File: config.mk
export PLATFORM = sky130hd
export DESIGN_NAME = sdram_bank_guard
export DESIGN_NICKNAME = d
export VERILOG_FILES = /design/src/rtl/sdram_guard_pkg.sv /design/src/rtl/sdram_act_window.sv /design/src/rtl/sdram_bank_tracker.sv /design/src/rtl/sdram_bank_guard.sv
export SDC_FILE = /design/constraint.sdc
export NUM_CORES = 1
export LEC_CHECK = 0
export CAP_MARGIN = 20
export CORE_UTILIZATION = 61
export CTS_CLUSTER_SIZE = 40
export DETAILED_ROUTE_END_ITERATION = 7
export PLACE_DENSITY = 0.87
export SYNTH_ARGS = -nofsm -noshare
export SYNTH_HDL_FRONTEND = slang
export SYNTH_SLANG_ARGS = --single-unit
File: constraint.sdc
create_clock -name clk -period 2.9 [get_ports clk]
set_input_delay 0.435 -clock clk [delete_from_list [all_inputs] [get_ports clk]]
set_output_delay 0.435 -clock clk [all_outputs]
set_load 0.05 [all_outputs]
File: src/rtl/sdram_guard_pkg.sv
// Shared types for the SDRAM bank timing guard.
// Assumes: command codes are fixed by the port contract (see brief R2).
package sdram_guard_pkg;

    typedef enum logic [1:0] {
        CMD_ACT   = 2'b00,
        CMD_READ  = 2'b01,
        CMD_WRITE = 2'b10,
        CMD_PRE   = 2'b11
    } cmd_e;

    typedef enum logic [1:0] {
        BK_IDLE    = 2'b00,
        BK_ACTIVE  = 2'b01,
        BK_AUTOPRE = 2'b10
    } bank_st_e;

    // Width of a down-counter that must hold the value maxv.
    function automatic int cnt_w(input int maxv);
        return (maxv < 2) ? 1 : $clog2(maxv + 1);
    endfunction

endpackage

File: src/rtl/sdram_act_window.sv
// Activate spacing tracker, shared by all banks.
// It enforces the T_RRD gap after the last accepted activate. It also
// enforces the rolling window: no more than two activates in any T_RC cycles.
// Assumes: T_RRD >= 1 and T_RC >= 1, and act_fire pulses only for accepted activates.
module sdram_act_window
    import sdram_guard_pkg::*;
#(
    parameter int T_RRD = 2,
    parameter int T_RC  = 9
) (
    input  logic clk,
    input  logic rst_n,
    input  logic act_fire,
    output logic act_ok
);
    localparam int RRD_W = cnt_w(T_RRD);
    localparam int RC_W  = cnt_w(T_RC);
    localparam int SMAX  = (T_RC > T_RRD) ? T_RC : T_RRD;
    localparam int S_W   = cnt_w(SMAX);

    logic [RRD_W-1:0] rrd_cnt;
    logic [RC_W-1:0]  age_last;
    logic [RC_W-1:0]  age_prev;

    // Count down the spacing timers, and reload them on an accepted activate.
    always_ff @(posedge clk) begin
        if (!rst_n) begin
            rrd_cnt  <= '0;
            age_last <= '0;
            age_prev <= '0;
        end else if (act_fire) begin
            rrd_cnt  <= RRD_W'(T_RRD - 1);
            age_prev <= (age_last != '0) ? age_last - 1'b1 : '0;
            age_last <= RC_W'(T_RC - 1);
        end else begin
            if (rrd_cnt != '0)  rrd_cnt  <= rrd_cnt - 1'b1;
            if (age_last != '0) age_last <= age_last - 1'b1;
            if (age_prev != '0) age_prev <= age_prev - 1'b1;
        end
    end

    // An activate is legal when both the gap and the window have expired.
    assign act_ok = (rrd_cnt == '0) && (age_prev == '0);

    // Checker state: cycles since the last two activates, saturating.
    logic [S_W-1:0] since_last;
    logic [S_W-1:0] since_prev;

    // Independent cycle counters that the properties below use.
    always_ff @(posedge clk) begin
        if (!rst_n) begin
            since_last <= S_W'(SMAX);
            since_prev <= S_W'(SMAX);
        end else if (act_fire) begin
            since_prev <= (since_last >= S_W'(SMAX)) ? S_W'(SMAX) : since_last + 1'b1;
            since_last <= S_W'(1);
        end else begin
            if (since_last < S_W'(SMAX)) since_last <= since_last + 1'b1;
            if (since_prev < S_W'(SMAX)) since_prev <= since_prev + 1'b1;
        end
    end

    assert_act_gap_R3: assert property (@(posedge clk) disable iff (!rst_n)
        act_fire |-> since_last >= S_W'(T_RRD));

    assert_act_window_R4: assert property (@(posedge clk) disable iff (!rst_n)
        act_fire |-> since_prev >= S_W'(T_RC));

endmodule

File: src/rtl/sdram_bank_tracker.sv
// State and timers for one SDRAM bank.
// It tracks three states: idle, row active, and automatic precharge pending.
// One recovery counter covers both the T_RP wait after an explicit precharge
// and the BURST+T_RP lock after a read with automatic precharge.
// Assumes: at most one do_* strobe per cycle, and each strobe only for an accepted command.
module sdram_bank_tracker
    import sdram_guard_pkg::*;
#(
    parameter int T_RCD = 3,
    parameter int T_RAS = 6,
    parameter int T_RP  = 3,
    parameter int BURST = 4
) (
    input  logic clk,
    input  logic rst_n,
    input  logic do_act,
    input  logic do_autopre,
    input  logic do_pre,
    output logic can_act,
    output logic can_col,
    output logic can_pre,
    output logic is_open
);
    localparam int REC_MAX = BURST + T_RP;
    localparam int RCD_W   = cnt_w(T_RCD);
    localparam int RAS_W   = cnt_w(T_RAS);
    localparam int REC_W   = cnt_w(REC_MAX);

    bank_st_e         st;
    logic [RCD_W-1:0] rcd_cnt;
    logic [RAS_W-1:0] ras_cnt;
    logic [REC_W-1:0] rec_cnt;

    // Bank state transitions and timer reloads.
    always_ff @(posedge clk) begin
        if (!rst_n) begin
            st      <= BK_IDLE;
            rcd_cnt <= '0;
            ras_cnt <= '0;
            rec_cnt <= '0;
        end else begin
            if (rcd_cnt != '0) rcd_cnt <= rcd_cnt - 1'b1;
            if (ras_cnt != '0) ras_cnt <= ras_cnt - 1'b1;
            if (rec_cnt != '0) rec_cnt <= rec_cnt - 1'b1;
            if (st == BK_AUTOPRE && rec_cnt == '0) st <= BK_IDLE;
            if (do_act) begin
                st      <= BK_ACTIVE;
                rcd_cnt <= RCD_W'(T_RCD - 1);
                ras_cnt <= RAS_W'(T_RAS - 1);
            end else if (do_autopre) begin
                st      <= BK_AUTOPRE;
                rec_cnt <= REC_W'(REC_MAX - 1);
            end else if (do_pre && st == BK_ACTIVE) begin
                st      <= BK_IDLE;
                rec_cnt <= REC_W'(T_RP - 1);
            end
        end
    end

    // Per-command legality for this bank.
    always_comb begin
        can_act = (st != BK_ACTIVE) && (rec_cnt == '0);
        can_col = (st == BK_ACTIVE) && (rcd_cnt == '0);
        if (st == BK_ACTIVE) can_pre = (ras_cnt == '0);
        else                 can_pre = (st == BK_IDLE) || (rec_cnt == '0);
        is_open = (st == BK_ACTIVE) || (st == BK_AUTOPRE && rec_cnt > REC_W'(T_RP));
    end

    assert_act_on_closed_R2: assert property (@(posedge clk) disable iff (!rst_n)
        do_act |-> (st != BK_ACTIVE && !is_open));

    assert_pre_after_ras_R6: assert property (@(posedge clk) disable iff (!rst_n)
        (do_pre && st == BK_ACTIVE) |-> ras_cnt == '0);

    assert_autopre_after_rcd_R5: assert property (@(posedge clk) disable iff (!rst_n)
        do_autopre |-> (st == BK_ACTIVE && rcd_cnt == '0));

    assert_autopre_locks_R10: assert property (@(posedge clk) disable iff (!rst_n)
        do_autopre |=> (!can_act && !can_col && !can_pre && is_open));

endmodule

File: src/rtl/sdram_bank_guard.sv
// SDRAM bank timing guard (top).
// It decides in the same cycle whether the presented command is legal and
// raises cmd_accept or cmd_reject. Only accepted commands update the bank
// trackers and the activate window.
// Assumes: NUM_BANKS >= 2, and every timing parameter >= 1 cycle.
module sdram_bank_guard
    import sdram_guard_pkg::*;
#(
    parameter int NUM_BANKS = 4,
    parameter int T_RRD     = 2,
    parameter int T_RCD     = 3,
    parameter int T_RAS     = 6,
    parameter int T_RP      = 3,
    parameter int T_RC      = 9,
    parameter int BURST     = 4,
    localparam int BA_W     = $clog2(NUM_BANKS)
) (
    input  logic                 clk,
    input  logic                 rst_n,
    input  logic                 cmd_valid,
    input  logic [1:0]           cmd_code,
    input  logic [BA_W-1:0]      cmd_bank,
    input  logic                 cmd_a10,
    output logic                 cmd_accept,
    output logic                 cmd_reject,
    output logic [NUM_BANKS-1:0] bank_open
);
    cmd_e                 op;
    logic                 legal;
    logic                 win_ok;
    logic                 act_fire;
    logic [NUM_BANKS-1:0] can_act, can_col, can_pre;
    logic [NUM_BANKS-1:0] do_act, do_autopre, do_pre;

    assign op = cmd_e'(cmd_code);

    // Legality of the presented command against bank and window state.
    always_comb begin
        case (op)
            CMD_ACT:   legal = win_ok && can_act[cmd_bank];
            CMD_READ,
            CMD_WRITE: legal = can_col[cmd_bank];
            CMD_PRE:   legal = cmd_a10 ? (&can_pre) : can_pre[cmd_bank];
            default:   legal = 1'b0;
        endcase
    end

    assign cmd_accept = cmd_valid && legal;
    assign cmd_reject = cmd_valid && !legal;
    assign act_fire   = cmd_accept && (op == CMD_ACT);

    sdram_act_window #(
        .T_RRD (T_RRD),
        .T_RC  (T_RC)
    ) u_window (
        .clk      (clk),
        .rst_n    (rst_n),
        .act_fire (act_fire),
        .act_ok   (win_ok)
    );

    for (genvar i = 0; i < NUM_BANKS; i++) begin : g_bank
        logic hit;
        // Route the accepted command to the bank it targets.
        assign hit           = (cmd_bank == BA_W'(i));
        assign do_act[i]     = act_fire && hit;
        assign do_autopre[i] = cmd_accept && (op == CMD_READ) && cmd_a10 && hit;
        assign do_pre[i]     = cmd_accept && (op == CMD_PRE) && (cmd_a10 || hit);

        sdram_bank_tracker #(
            .T_RCD (T_RCD),
            .T_RAS (T_RAS),
            .T_RP  (T_RP),
            .BURST (BURST)
        ) u_bank (
            .clk        (clk),
            .rst_n      (rst_n),
            .do_act     (do_act[i]),
            .do_autopre (do_autopre[i]),
            .do_pre     (do_pre[i]),
            .can_act    (can_act[i]),
            .can_col    (can_col[i]),
            .can_pre    (can_pre[i]),
            .is_open    (bank_open[i])
        );
    end

    assert_all_close_R8: assert property (@(posedge clk) disable iff (!rst_n)
        (cmd_accept && op == CMD_PRE && cmd_a10) |=> bank_open == '0);

    assert_reject_opens_none_R11: assert property (@(posedge clk) disable iff (!rst_n)
        cmd_reject |=> ($countones(bank_open) <= $countones($past(bank_open))));

endmodule

; Word level (Yosys, flattened, before mapping)
; Index checks and enable logic that the tools add are counted.
[classes]
bitwise = 1
add_sub_neg = 15
n_lt_le_gt_ge = 5
n_reduce_logical = 114
mux = 67
n_eq_ne = 18
[op_table]
columns = op, n
row1 = $mux W3, 24
row2 = $logic_and A1 B1 Y1, 40
row3 = $mux W2, 20
row4 = $reduce_bool A3 Y1, 12
row5 = $reduce_bool A2 Y1, 16
row6 = $logic_not A3 Y1, 8
row7 = $reduce_bool A4 Y1, 6
row8 = $sub A3 B1 Y3 const B, 8
row9 = $logic_not A2 Y1, 11
row10 = $mux W4, 5
row11 = $eq A2 B2 Y1 const B, 8
row12 = $mux W1, 14
row13 = $eq A2 B1 Y1 const B, 6
row14 = $gt A3 B2 Y1 const B, 4
row15 = $logic_or A1 B1 Y1, 12
row16 = $reduce_or A2 Y1, 6
row17 = $sub A2 B1 Y2 const B, 5
row18 = $ne A2 B1 Y1 const B, 4
row19 = $sub A4 B1 Y4 const B, 2
row20 = $bmux W1 S2, 3
row21 = $logic_not A4 Y1, 1
row22 = $reduce_and A4 Y1, 1
row23 = $lt A2 B3 Y1 const B, 1
row24 = $pmux W1 S3, 1
row25 = other kinds (2), 2
[totals]
output_inout_bits = 6
regBits = 50
input_bits = 8
elab_cells = 253

; Logic depth before layout (Yosys ltp)
; Gate-level depths: netlist of run 1.
[logic_depth]
depth_word = 14
depth_mapped = 9
ltp_nobuf = 8

; Cells and area by module
; From an unflattened synthesis of run 1, not the netlist that was laid out.
[hier_totals]
cells_unflattened = 364
area_unflattened_um2 = 3223.1
[by_module_without_submodules]
columns = mod, seq_area_each_um2, area_per_inst_um2, n_inst, cells_per_inst
row1 = sdram_bank_tracker, 200.2, 554.3, 4, 61
row2 = sdram_act_window, 200.2, 533.0, 1, 57
row3 = sdram_bank_guard, 0.0, 473.0, 1, 63

; Least setup slack after synthesis of run 1
; No wires, ideal clock.
[synth_timing]
kind = flip-flop to output port
start = register g_bank[0].u_bank.ras_cnt[0]
end = output cmd_reject
stages_incl_launch_ff = 9
t_arrival_ns = 2.389
path_slack_ns = 0.076
t_required_ns = 2.465
path_buffers = 0
path_cell_list = dfxtp_1 > inv_1 > ha_1 > ha_1 > o2bb2ai_1 > a32oi_2 > a41oi_4 > nor2_1 > nor2b_1
[synth_between]
elab_chain_len = 8
word_cells_on_any_way = 9
classes_between = mux (5) / reduce/logical (4)
[synth_lines]
columns = item, line
row1 = from (decl), sdram_bank_tracker.sv:31  ; logic [RAS_W-1:0] ras_cnt;
row2 = from (signal assigned), sdram_bank_tracker.sv:43  ; if (ras_cnt != '0) ras_cnt <= ras_cnt - 1'b1;
row3 = from (signal assigned), sdram_bank_tracker.sv:49  ; ras_cnt <= RAS_W'(T_RAS - 1);
row4 = $logic_not A3 Y1 (*), sdram_bank_tracker.sv:64  ; if (st == BK_ACTIVE) can_pre = (ras_cnt == '0);
row5 = $mux W1 (*), sdram_bank_tracker.sv:64
row6 = $bmux W1 S2, sdram_bank_guard.sv:43  ; CMD_PRE: legal = cmd_a10 ? (&can_pre) : can_pre[cmd_bank];
row7 = $mux W1 (implied by the code), sdram_bank_guard.sv:43
row8 = $mux W1 (*), sdram_bank_guard.sv:43
row9 = $pmux W1 S3 (*), sdram_bank_guard.sv:39  ; case (op)
row10 = $logic_not A1 Y1 (*), sdram_bank_guard.sv:49  ; assign cmd_reject = cmd_valid && !legal;
row11 = $logic_and A1 B1 Y1 (*), sdram_bank_guard.sv:49
row12 = to (decl), sdram_bank_guard.sv:25  ; output logic cmd_reject,
; Every way passes the cells marked *; elsewhere a longest branch is shown, timed or not. The select of a mux whose other input is x is not followed.

; Final worst setup path of run 1
[layout_timing]
start = input cmd_code[0]
end = output cmd_accept
[layout_between]
elab_chain_len = 4
word_cells_on_any_way = 7
classes_between = eq/ne (3) / mux (1) / reduce/logical (3)
[layout_lines]
columns = item, line
row1 = from (decl), sdram_bank_guard.sv:21  ; input logic [1:0] cmd_code,
row2 = $eq A2 B1 Y1 / $eq A2 B2 Y1 (equally long branches), sdram_bank_guard.sv:39
row3 = $reduce_or A2 Y1, sdram_bank_guard.sv:39
row4 = $pmux W1 S3 (*), sdram_bank_guard.sv:39
row5 = $logic_and A1 B1 Y1 (*), sdram_bank_guard.sv:48  ; assign cmd_accept = cmd_valid && legal;
row6 = to (decl), sdram_bank_guard.sv:24  ; output logic cmd_accept,
; Every way passes the cells marked *; elsewhere a longest branch is shown, timed or not.

==> reports/metrics.csv, run 1 <==
stage,metric,value,unit
status,outcome,"complete, no violations",
worst_setup_path,register_to_register_setup_slack,0.44,ns
route,routed_len_inst,15.6,µm
grt,initial_antenna_violation_count,0,
placement,pre_cts_ws,0.0298,ns
cts,cts.clk_slew.worst_paths,0.09,ns
worst_setup_path,critical-path-top-delay-family,buffers and inverters,
timing,maxClockFrequency,0.357,GHz
placement,dp.final_hpwl,5.21,mm
route,initialDrtViolationCount,223,
synth,synth_top_area_share,31.4,%
worst_setup_path,cp_cell_sequence,clkdlybuf4s50_1 > inv_1 > ha_1 > o21a_1 > a41o_1 > a41o_1 > and3_1 > buf_12,
power_and_ir_drop,power.sequential.fraction,33.8,%
power_and_ir_drop,power_share_of_the_combinational_group,49.5,%
cts,htreeDepth,2,
die,floorplan.die.width,74.3,µm
timing,grt_setup_unrepaired,false,
route,drt_pre_antenna_iters,5,
cts,cts_max_path_buffers,2,
synth,synth_cell_types,57,
synth,async_flop_share,0,%
synth,ys_seq_area_share,31.4,%
synth,combinational_family_with_the_most_area_after_synthesis,compound AO/OA/AOI/OAI gates,
grt,vias_in_the_first_global_route,2595,
worst_setup_path,timing_worst_setup_path_type,input pin to output pin,
die,floorplan.rows,25,
placement,placed_area,3460,µm²
timing,maxSlewHeadroom,65.4,%
power_and_ir_drop,power_frac_clock,16.7,%
worst_setup_path,worst_r2r_endpoint,g_bank[3].u_bank.rcd_cnt[0],
cells_and_area,final_net_count,428,
die,core_area,4880,µm²
run,drv_cap,0,
worst_setup_path,first_element_of_the_critical_path,cmd_code[0],
power_and_ir_drop,peakVddDrop,0.558,mV
worst_setup_path,worst-endpoint-required,2.47,ns
worst_setup_path,setup.worst_path.end_class,output pin,
cts,cts_buffers,5,
route,vias_per_cell,5.92,
synth,net_count_synth,407,
synth,synth-compound-area-share,20.4,%
timing,timing.final.hold_violations,0,
worst_setup_path,cp-start-kind,input pin,
grt,groute.layer.met2.usage,48.3,%
cells_and_area,fillers,362,
worst_setup_path,critical_path_cell_count,8,
timing,clock_tree_skew_after_final_layout,0.00695,ns
timing,final_critical_path_setup_slack,0.100,ns
placement,io_buffer_count,13,
grt,use_met3,5.56,%
route,ant_nets,0,
cells_and_area,final_layout_size_suffix_gt1_share,11.6,%
worst_setup_path,worst_r2r_path_depth,8,
synth,synthAdderAreaFrac,12.6,%
worst_setup_path,worst-endpoint-arrival,2.36,ns
synth,post_synth_mux_area_share,4.20,%
grt,grt-ovfl-total,0,
synth,synthXorXnorAreaFrac,3.30,%
synth,synthMostInstantiatedCell,dfxtp_1,
cts,cts_hold_buf,0,
timing,drv_slew,0,
cells_and_area,finalInstanceArea,3590,µm²
cells_and_area,area_delta_synth_final,12.8,%
route,drt_wl_total,7.12,mm
grt,grt.met1_usage,32.2,%
worst_setup_path,critical_path.slowest_cell,clkdlybuf4s50_1,
power_and_ir_drop,netSwitchingPower,1.17,mW
worst_setup_path,crit_top_cell,a41o_1,
power_and_ir_drop,internal-power,1.80,mW
synth,synth-simple-area-share,20.4,%
synth,top_reg_cell_synth,dfxtp_1,
worst_setup_path,cp_slowest_stage_delay,0.54,ns
worst_setup_path,critical_path_buf_inv_count,3,
cts,tritoncts,built,
grt,grt.busiest_layer,met2,
cts,clkSinkCount,50,
synth,syn_inst_count,367,
cts,post-cts-setup-buffer-count,0,
cells_and_area,count_of_antenna_diodes_in_the_layout,0,
timing,final.period_utilization,96.5,%
synth,syn_area_per_cell,8.69,µm²
synth,synth_area_leader_cell,dfxtp_1,
route,drc_errors,0,
grt,grt_pass1_wl,11.4,mm
power_and_ir_drop,power.density,826,nW/µm²
placement,place.gp.congestion,0.928,
synth,synth.cell_area,3190,µm²
worst_setup_path,critical_path.reg2reg.startpoint,u_window.age_prev[0],
power_and_ir_drop,leakage_power,1.49,nW
cts,cts.repair.resized,0,
synth,netlist_top_cells_count,"50 x dfxtp_1, 42 x inv_1, 32 x ha_1, 31 x a21oi_1, 22 x nand2_1",
die,initial_core_util,65.3,%
worst_setup_path,crit_path_to,cmd_accept,
timing,worst_pin_slew,0.518,ns
die,die_y,74.3,µm
grt,gr-usage-all-layers,27.2,%
cells_and_area,utilization,73.7,%
cts,cts_root_cell,clkbuf_8,
worst_setup_path,maximum_net_fanout_on_the_critical_path,4,
timing,finalSetupTns,0,ns
synth,synth-warning-count,0,
timing,setup_viol,0,
cts,insertion_delay,0.31,ns
hold_path,timing.hold.worst.class,flip-flop to flip-flop,
power_and_ir_drop,power_total,2.97,mW
synth,synth.ff_latch_count,50,
synth,number_of_enable_flip_flop_cells_after_synthesis,0,
power_and_ir_drop,sw_share,39.4,%
die,fp.dieArea,5520,µm²
synth,synthTopCellsByArea,"dfxtp_1 31%, ha_1 13%, inv_1 4.9%, a21oi_1 4.9%, mux2i_1 3.1%",
die,boundary_pin_count,14,
route,vias,2700,
grt,grt_start_max_net_pins,18,
timing,finalWorstPathRequiredPeriod,2.80,ns
placed cells by master, fill, tap and decap left out, types with 4 or more instances in the layout:
master | netlist | final
dfxtp_1 | 50 | 50
inv_1 | 42 | 42
ha_1 | 32 | 32
a21oi_1 | 31 | 31
nand2_1 | 22 | 22
o21ai_0 | 18 | 18
buf_4 | 6 | 16
nor2_1 | 12 | 12
nand2b_1 | 10 | 10
nand3_1 | 10 | 10
and3_1 | 10 | 10
mux2i_1 | 10 | 10
clkdlybuf4s50_1 | 0 | 9
nor3_1 | 8 | 8
o31ai_1 | 7 | 7
xnor2_1 | 7 | 7
nand4_1 | 7 | 7
nor2b_1 | 6 | 5
a31oi_1 | 5 | 5
xor2_1 | 5 | 5
or3_1 | 5 | 5
clkbuf_8 | 0 | 5
and4b_1 | 4 | 4
sequential cells by signal (all words and copies together), names as in the netlist:
| signal | count |
|---|---|
| g_bank.u_bank.st | 8 |
| u_window.age_prev | 4 |
| g_bank.u_bank.ras_cnt | 12 |
| g_bank.u_bank.rcd_cnt | 8 |
| u_window.age_last | 4 |
| u_window.rrd_cnt | 2 |
| g_bank.u_bank.rec_cnt | 12 |
area by class of cell:
type                       count  area (µm²)  share of cell area [%]
timing repair buffer          29         275                    7.66
inverter                      43         161                    4.49
sequential                    50        1000                    27.8
clock inverter                 2        37.5                    1.04
tap                           67        83.8                    2.33
clock buffer                   6        72.6                    2.02
multi-input combinational    259        1960                    54.6
worst min-delay path by stage:
stage,startpoint,endpoint,slack [ns],depth (start not counted)
3_3_place_gp,g_bank[1].u_bank.rcd_cnt[1],g_bank[1].u_bank.rcd_cnt[1],0.46,2
2_1_floorplan,g_bank[3].u_bank.rcd_cnt[1],g_bank[3].u_bank.rcd_cnt[1],0.44,2
5_1_grt,g_bank[0].u_bank.rcd_cnt[0],g_bank[0].u_bank.rcd_cnt[1],0.51,2
3_5_place_dp,g_bank[2].u_bank.rcd_cnt[1],g_bank[2].u_bank.rcd_cnt[1],0.46,2
4_1_cts,g_bank[2].u_bank.rcd_cnt[1],g_bank[2].u_bank.rcd_cnt[1],0.47,2
6_report,g_bank[2].u_bank.rcd_cnt[1],g_bank[2].u_bank.rcd_cnt[1],0.47,2
tightest hold or removal path, cell delays in order (launching register included):
cell and delay [ns]:
dfxtp_1 0.33, nand2_1 0.06, a21oi_1 0.05
routing by layer:
| layer | up-vias | part of all wire, % |
|---|---|---|
| met5 | - | 0 |
| met4 | 0 | 2.1 |
| met3 | 18 | 5.5 |
| met2 | 83 | 50 |
| met1 | 1274 | 43 |
| li1 | 1325 | - |
metrics by stage:
step           std cells  hold slack [ns]
2_1_floorplan        367            0.442
6_report             456            0.474
4_1_cts              456            0.475
3_3_place_gp         448            0.457
3_5_place_dp         448            0.463
5_1_grt              456            0.511
kinds of logic after synthesis:
logic type	count (synthesis)
DFF	50
AOI/OAI and AO/OA	92
adders and majority gates	32
and+or+nand+nor	110
buffers and inverters	58
xor gates and xnor gates	12
muxes	13
power groups by stage:
| stage | logic, mW | registers (mW) | clock network, mW |
|---|---|---|---|
| 2_1_floorplan | 1.15 | 0.988 | 0 |
| 3_5_place_dp | 1.45 | 1.02 | 0 |
| 4_1_cts | 1.46 | 1.00 | 0.493 |
| 5_1_grt | 1.64 | 1.03 | 0.522 |
| 6_report | 1.47 | 1.00 | 0.496 |
| 3_3_place_gp | 1.37 | 1.01 | 0 |
(Power assumes the default switching activity.)
==> run 2, diff against run 1 <==
--- a/config.mk
+++ b/config.mk
@@ -6,10 +6,10 @@
 export NUM_CORES = 1
 export LEC_CHECK = 0
 export CAP_MARGIN = 20
-export CORE_UTILIZATION = 61
+export CORE_UTILIZATION = 35
 export CTS_CLUSTER_SIZE = 40
 export DETAILED_ROUTE_END_ITERATION = 7
-export PLACE_DENSITY = 0.87
+export PLACE_DENSITY = 0.58
 export SYNTH_ARGS = -nofsm -noshare
 export SYNTH_HDL_FRONTEND = slang
 export SYNTH_SLANG_ARGS = --single-unit
==> run 2 against run 1 <==
Wire length grew 1.3%. Worst hold slack gained 0.0068 ns. Sequential power about the same. Final cell count grew 9.9%.
==> reports/metrics.csv, run 2 (synthesized netlist as in run 1, its figures left out) <==
stage,metric,value,unit
status,outcome,"complete, no violations",
worst_setup_path,timing_worst_setup_path_type,input pin to output pin,
grt,vias_in_the_first_global_route,2669,
power_and_ir_drop,leakage_power,1.51,nW
cts,cts_hold_buf,0,
cells_and_area,area_delta_synth_final,15.1,%
die,boundary_pin_count,14,
die,core_area,8760,µm²
power_and_ir_drop,power.density,801,nW/µm²
placement,placed_area,3540,µm²
placement,io_buffer_count,13,
route,drc_errors,0,
route,initialDrtViolationCount,146,
route,vias_per_cell,5.22,
worst_setup_path,cp_slowest_stage_delay,0.52,ns
timing,clock_tree_skew_after_final_layout,0.0167,ns
cells_and_area,biggestRegsByFlops,"g_bank.u_bank.ras_cnt: 12 flops, g_bank.u_bank.rec_cnt: 12 flops",
cells_and_area,final_layout_size_suffix_gt1_share,12.5,%
worst_setup_path,cp_cell_sequence,clkdlybuf4s50_1 > inv_1 > ha_1 > o21a_1 > a41o_1 > a41oi_4 > nor2_1 > nor2b_1 > buf_12,
placement,dp.final_hpwl,5.44,mm
cts,post-cts-setup-buffer-count,0,
timing,setup_viol,0,
timing,maxSlewHeadroom,60.8,%
worst_setup_path,setup.worst_path.end_class,output pin,
cts,htreeDepth,2,
grt,grt_start_max_net_pins,27,
grt,gr-usage-all-layers,16.0,%
cells_and_area,most-common-layout-cells,"50 x dfxtp_1, 42 x inv_1, 32 x ha_1, 31 x a21oi_1, 22 x nand2_1",
timing,worst_pin_slew,0.580,ns
worst_setup_path,maximum_net_fanout_on_the_critical_path,3,
cells_and_area,layout_commonest_cell,dfxtp_1,
cts,cts_max_path_buffers,2,
timing,finalWorstPathRequiredPeriod,2.79,ns
timing,final.period_utilization,96.2,%
route,vias,2613,
cells_and_area,count_of_antenna_diodes_in_the_layout,0,
route,drt_pre_antenna_iters,4,
route,routed_len_inst,14.4,µm
cells_and_area,fillers,894,
hold_path,timing.hold.worst.class,flip-flop to flip-flop,
timing,drv_slew,0,
timing,maxClockFrequency,0.358,GHz
cts,insertion_delay,0.32,ns
timing,grt_setup_unrepaired,false,
worst_setup_path,worst-endpoint-required,2.47,ns
placement,place.gp.congestion,0.893,
die,initial_core_util,36.4,%
grt,grt_pass1_wl,12.4,mm
cts,tritoncts,built,
timing,finalSetupTns,0,ns
route,ant_nets,0,
timing,timing.final.hold_violations,0,
power_and_ir_drop,peakVddDrop,0.325,mV
cts,clkSinkCount,50,
die,fp.dieArea,9490,µm²
cts,cts.clk_slew.worst_paths,0.08,ns
cells_and_area,final_net_count,432,
cts,cts_buffers,5,
die,floorplan.rows,34,
route,drt_wl_total,7.21,mm
cells_and_area,finalInstanceArea,3670,µm²
worst_setup_path,worst-endpoint-arrival,2.36,ns
grt,grt-ovfl-total,0,
run,drv_cap,0,
die,die_y,97.4,µm
worst_setup_path,cp-start-kind,input pin,
grt,initial_antenna_violation_count,0,
worst_setup_path,critical_path.slowest_cell,clkdlybuf4s50_1,
cts,cts_root_cell,clkbuf_8,
die,floorplan.die.width,97.4,µm
-- run 2: cell count changes in the layout (fill, tap and decap cells not counted), sizes merged --
cell and change:
clkbuf -1, clkinv +2, clkdlybuf4s50 +1, dlymetal6s2s -1, buf +4, clkinvlp -1
-- run 2: timing repair --
action | in CTS | in global routing
hold endpoints to repair | 0 | 0
resized for setup | 1 | 4
setup endpoints to repair | 1 | 2
-- run 2: area by class of cell --
class | instances | area (µm²) | area share, %
multi-input combinational | 259 | 1960 | 53.4
inverter | 43 | 161 | 4.40
clock inverter | 3 | 40.0 | 1.09
clock buffer | 5 | 68.8 | 1.88
sequential | 50 | 1000 | 27.3
timing repair buffer | 33 | 303 | 8.25
tap | 108 | 135 | 3.68
-- run 2: final timing paths --
path,startpoint,end,slack (ns),cells past startpoint
max,cmd_code[0],cmd_reject,0.11,9
min reg2reg,g_bank[1].u_bank.rcd_cnt[1],g_bank[1].u_bank.rcd_cnt[1],0.48,2
max reg2reg,g_bank[0].u_bank.ras_cnt[0],g_bank[1].u_bank.rcd_cnt[0],0.45,9
min,g_bank[1].u_bank.rcd_cnt[1],g_bank[1].u_bank.rcd_cnt[1],0.48,2
-- run 2: through the flow --
step | utilization (%) | hold slack [ns] | power, mW | std cells | setup slack, ns
floorplan | - | 0.442 | 2.14 | 367 | 0.0758
global placement | 40.4 | 0.457 | 2.42 | 493 | 0.122
detailed placement | 40.4 | 0.466 | 2.46 | 493 | 0.107
CTS | 41.7 | 0.482 | 2.97 | 501 | 0.0646
global route | 41.9 | 0.506 | 3.22 | 501 | 0.00979
finish | 41.9 | 0.481 | 2.94 | 501 | 0.109
-- run 2: layer usage --
metal  GRT usage [%]  vias to the layer above  routed length [µm]
met5               0                        -                   0
met4            4.98                        0                 103
met3            3.67                       12                 213
met2            28.1                       30                3460
met1            19.2                     1229                3430
li1                -                     1342                   -
-- run 2: worst max-delay path, delay by kind of cell --
kind / cells / cell delay, ns
compound gates: 3 / 0.56
fa+ha+maj: 1 / 0.30
simple gates: 2 / 0.29
buf+inv: 3 / 0.77
-- run 2: power breakdown --
| group | internal, mW | switching (mW) | total [mW] |
|---|---|---|---|
| Clock | 0.254 | 0.251 | 0.505 |
| Sequential | 0.868 | 0.131 | 0.999 |
| Combinational | 0.670 | 0.767 | 1.44 |
==> run 3, diff against run 2 <==
--- a/config.mk
+++ b/config.mk
@@ -7,6 +7,7 @@
 export LEC_CHECK = 0
 export CAP_MARGIN = 20
 export CORE_UTILIZATION = 35
+export CTS_BUF_LIST = sky130_fd_sc_hd__clkbuf_4 sky130_fd_sc_hd__clkbuf_8
 export CTS_CLUSTER_SIZE = 40
 export DETAILED_ROUTE_END_ITERATION = 7
 export PLACE_DENSITY = 0.58
==> constraint.sdc (replaced) <==
create_clock -name clk -period 2.8 [get_ports clk]
set_input_delay 0.42 -clock clk [delete_from_list [all_inputs] [get_ports clk]]
set_output_delay 0.42 -clock clk [all_outputs]
set_load 0.05 [all_outputs]
==> run 3 against run 2 <==
Sequential power rose by 4%. Non-clock buffer count grew 9. Register-to-register slack worse by 0.05 ns. Combinational power rose by 9.7%. Via count is 1.4% higher. Die area unchanged. Global-route usage is 0.28 points lower. Sequential share of layout area is 0.89 points lower. Clock skew fell by 0.011 ns.
==> reports/metrics.csv, run 3 (synthesized netlist as in run 1, its figures left out) <==
stage,metric,value,unit
worst_setup_path,cp_cell_sequence,clkdlybuf4s50_1 > inv_1 > ha_1 > o21a_1 > a41o_1 > a41o_1 > and3_1 > buf_12,
timing,timing.final.hold_violations,0,
die,fp.dieArea,9490,µm²
timing,final.period_utilization,96.7,%
timing,grt_setup_unrepaired,false,
worst_setup_path,maximum_net_fanout_on_the_critical_path,3,
cells_and_area,utilization,43.3,%
die,core_area,8760,µm²
timing,clock_tree_skew_after_final_layout,0.00527,ns
grt,gr-usage-all-layers,15.7,%
worst_setup_path,crit_top_cell,a41o_1,
placement,io_buffer_count,13,
grt,grt_pass1_wl,11.9,mm
route,drt_pre_antenna_iters,4,
die,initial_core_util,36.4,%
power_and_ir_drop,power_share_of_the_combinational_group,50.2,%
route,routed_len_inst,14.2,µm
route,initialDrtViolationCount,141,
die,boundary_pin_count,14,
worst_setup_path,cp-start-kind,input pin,
placement,dp.final_hpwl,5.49,mm
die,die_y,97.4,µm
cells_and_area,final_net_count,441,
cells_and_area,layout_commonest_cell,dfxtp_1,
cells_and_area,biggestRegsByFlops,"g_bank.u_bank.ras_cnt: 12 flops, g_bank.u_bank.rec_cnt: 12 flops",
timing,finalWorstPathRequiredPeriod,2.71,ns
power_and_ir_drop,power.sequential.fraction,33.0,%
timing,fin_worst_hold_slack,0.471,ns
worst_setup_path,worst-endpoint-required,2.38,ns
route,ant_nets,0,
status,outcome,"complete, no violations",
cells_and_area,area_delta_synth_final,19.0,%
worst_setup_path,worst-endpoint-arrival,2.29,ns
route,vias_per_cell,5.19,
power_and_ir_drop,sw_share,38.1,%
worst_setup_path,critical_path.slowest_cell,clkdlybuf4s50_1,
power_and_ir_drop,power.density,826,nW/µm²
cts,htreeDepth,2,
run,drv_cap,0,
power_and_ir_drop,internal-power,1.94,mW
worst_setup_path,setup.worst_path.end_class,output pin,
grt,grt-ovfl-total,0,
cts,clkSinkCount,50,
cells_and_area,most-common-layout-cells,"50 x dfxtp_1, 42 x inv_1, 31 x a21oi_1, 30 x ha_1, 27 x buf_4",
cells_and_area,final_layout_size_suffix_gt1_share,15.7,%
power_and_ir_drop,power_frac_clock,16.7,%
cells_and_area,count_of_antenna_diodes_in_the_layout,0,
die,floorplan.die.width,97.4,µm
timing,maxSlewHeadroom,66.1,%
cts,cts.clk_slew.worst_paths,0.09,ns
power_and_ir_drop,peakVddDrop,0.417,mV
grt,vias_in_the_first_global_route,2525,
timing,worst_pin_slew,0.506,ns
placement,place.gp.congestion,0.887,
hold_path,timing.hold.worst.class,flip-flop to flip-flop,
timing,maxClockFrequency,0.369,GHz
route,drt_wl_total,7.26,mm
cts,cts_buffers,5,
worst_setup_path,timing_worst_setup_path_type,input pin to output pin,
route,drc_errors,0,
die,floorplan.rows,34,
timing,drv_slew,0,
cts,cts_root_cell,clkbuf_8,
route,vias,2649,
timing,setup_viol,0,
grt,initial_antenna_violation_count,0,
grt,grt_start_max_net_pins,24,
cts,cts_max_path_buffers,2,
power_and_ir_drop,netSwitchingPower,1.19,mW
cts,insertion_delay,0.30,ns
power_and_ir_drop,power_total,3.14,mW
cts,tritoncts,built,
power_and_ir_drop,leakage_power,1.58,nW
worst_setup_path,cp_slowest_stage_delay,0.51,ns
[run 3: changes by cell type in the layout (fill, tap and decap cells not counted), moves of 2 or more]
cell	previous run	this run
clkinv_2	2	0
nor2b_1	6	4
clkdlybuf4s50_1	10	8
ha_1	32	30
clkbuf_4	0	2
nor2b_2	0	2
ha_2	0	2
buf_12	2	4
buf_4	20	27
[run 3: final timing paths]
kind                                  to                        start  slack [ns]  cells after the start
min          g_bank[2].u_bank.rcd_cnt[1]  g_bank[2].u_bank.rcd_cnt[1]        0.47                      2
min reg2reg  g_bank[2].u_bank.rcd_cnt[1]  g_bank[2].u_bank.rcd_cnt[1]        0.47                      2
max                           cmd_accept                  cmd_code[1]        0.09                      8
max reg2reg  g_bank[1].u_bank.rcd_cnt[0]  g_bank[2].u_bank.rec_cnt[0]        0.40                      9
[run 3: power groups by stage]
stage | Combinational, mW | Clock (mW) | Sequential (mW)
after floorplan | 1.20 | 0 | 1.02
after global placement | 1.48 | 0 | 1.05
after detailed placement | 1.51 | 0 | 1.05
after CTS | 1.53 | 0.549 | 1.04
after global routing | 1.78 | 0.581 | 1.06
final | 1.58 | 0.524 | 1.04
[run 3: cell type report]
class / instances / area [µm²]
clock buffers: 7 / 83.8
clock inverters: 1 / 30.0
repair buffers: 42 / 397
multi-input cells: 259 / 1990
inverters: 43 / 161
well taps: 108 / 135
fillers: 883 / 4970
flip-flops and latches: 50 / 1000
[run 3: worst max-delay path, delay by kind of cell]
kind | cells | cell delay [ns]
simple gates | 1 | 0.21
fa+ha+maj | 1 | 0.28
buf+inv | 3 | 0.75
compound gates | 3 | 0.62
[run 3: repair_timing]
| item | 4_1_cts | 5_1_grt |
|---|---|---|
| buffers inserted | 0 | 2 |
| gates resized for setup | 3 | 9 |
| hold endpoints to repair | 0 | 0 |
| setup endpoints to repair | 2 | 2 |
| hold buffers | 0 | 0 |
[run 3: per-stage QoR]
step | TNS, ns | instances | area [µm²] | worst slack [ns]
after global routing | 0 | 510 | 3790 | 0.00310
after global placement | -0.00912 | 500 | 3620 | -0.00912
after detailed placement | -0.00425 | 500 | 3620 | -0.00425
after floorplan | 0 | 367 | 3190 | 0.233
after CTS | 0 | 508 | 3740 | 0.00836
final | 0 | 510 | 3790 | 0.0927
[run 3: per-layer routing]
layer	global-route usage (%)	up-vias	wire length [µm]
met5	0	-	0
met4	3.73	0	70
met1	20.2	1238	3480
met2	26.9	38	3480
met3	3.17	6	231
li1	-	1367	-
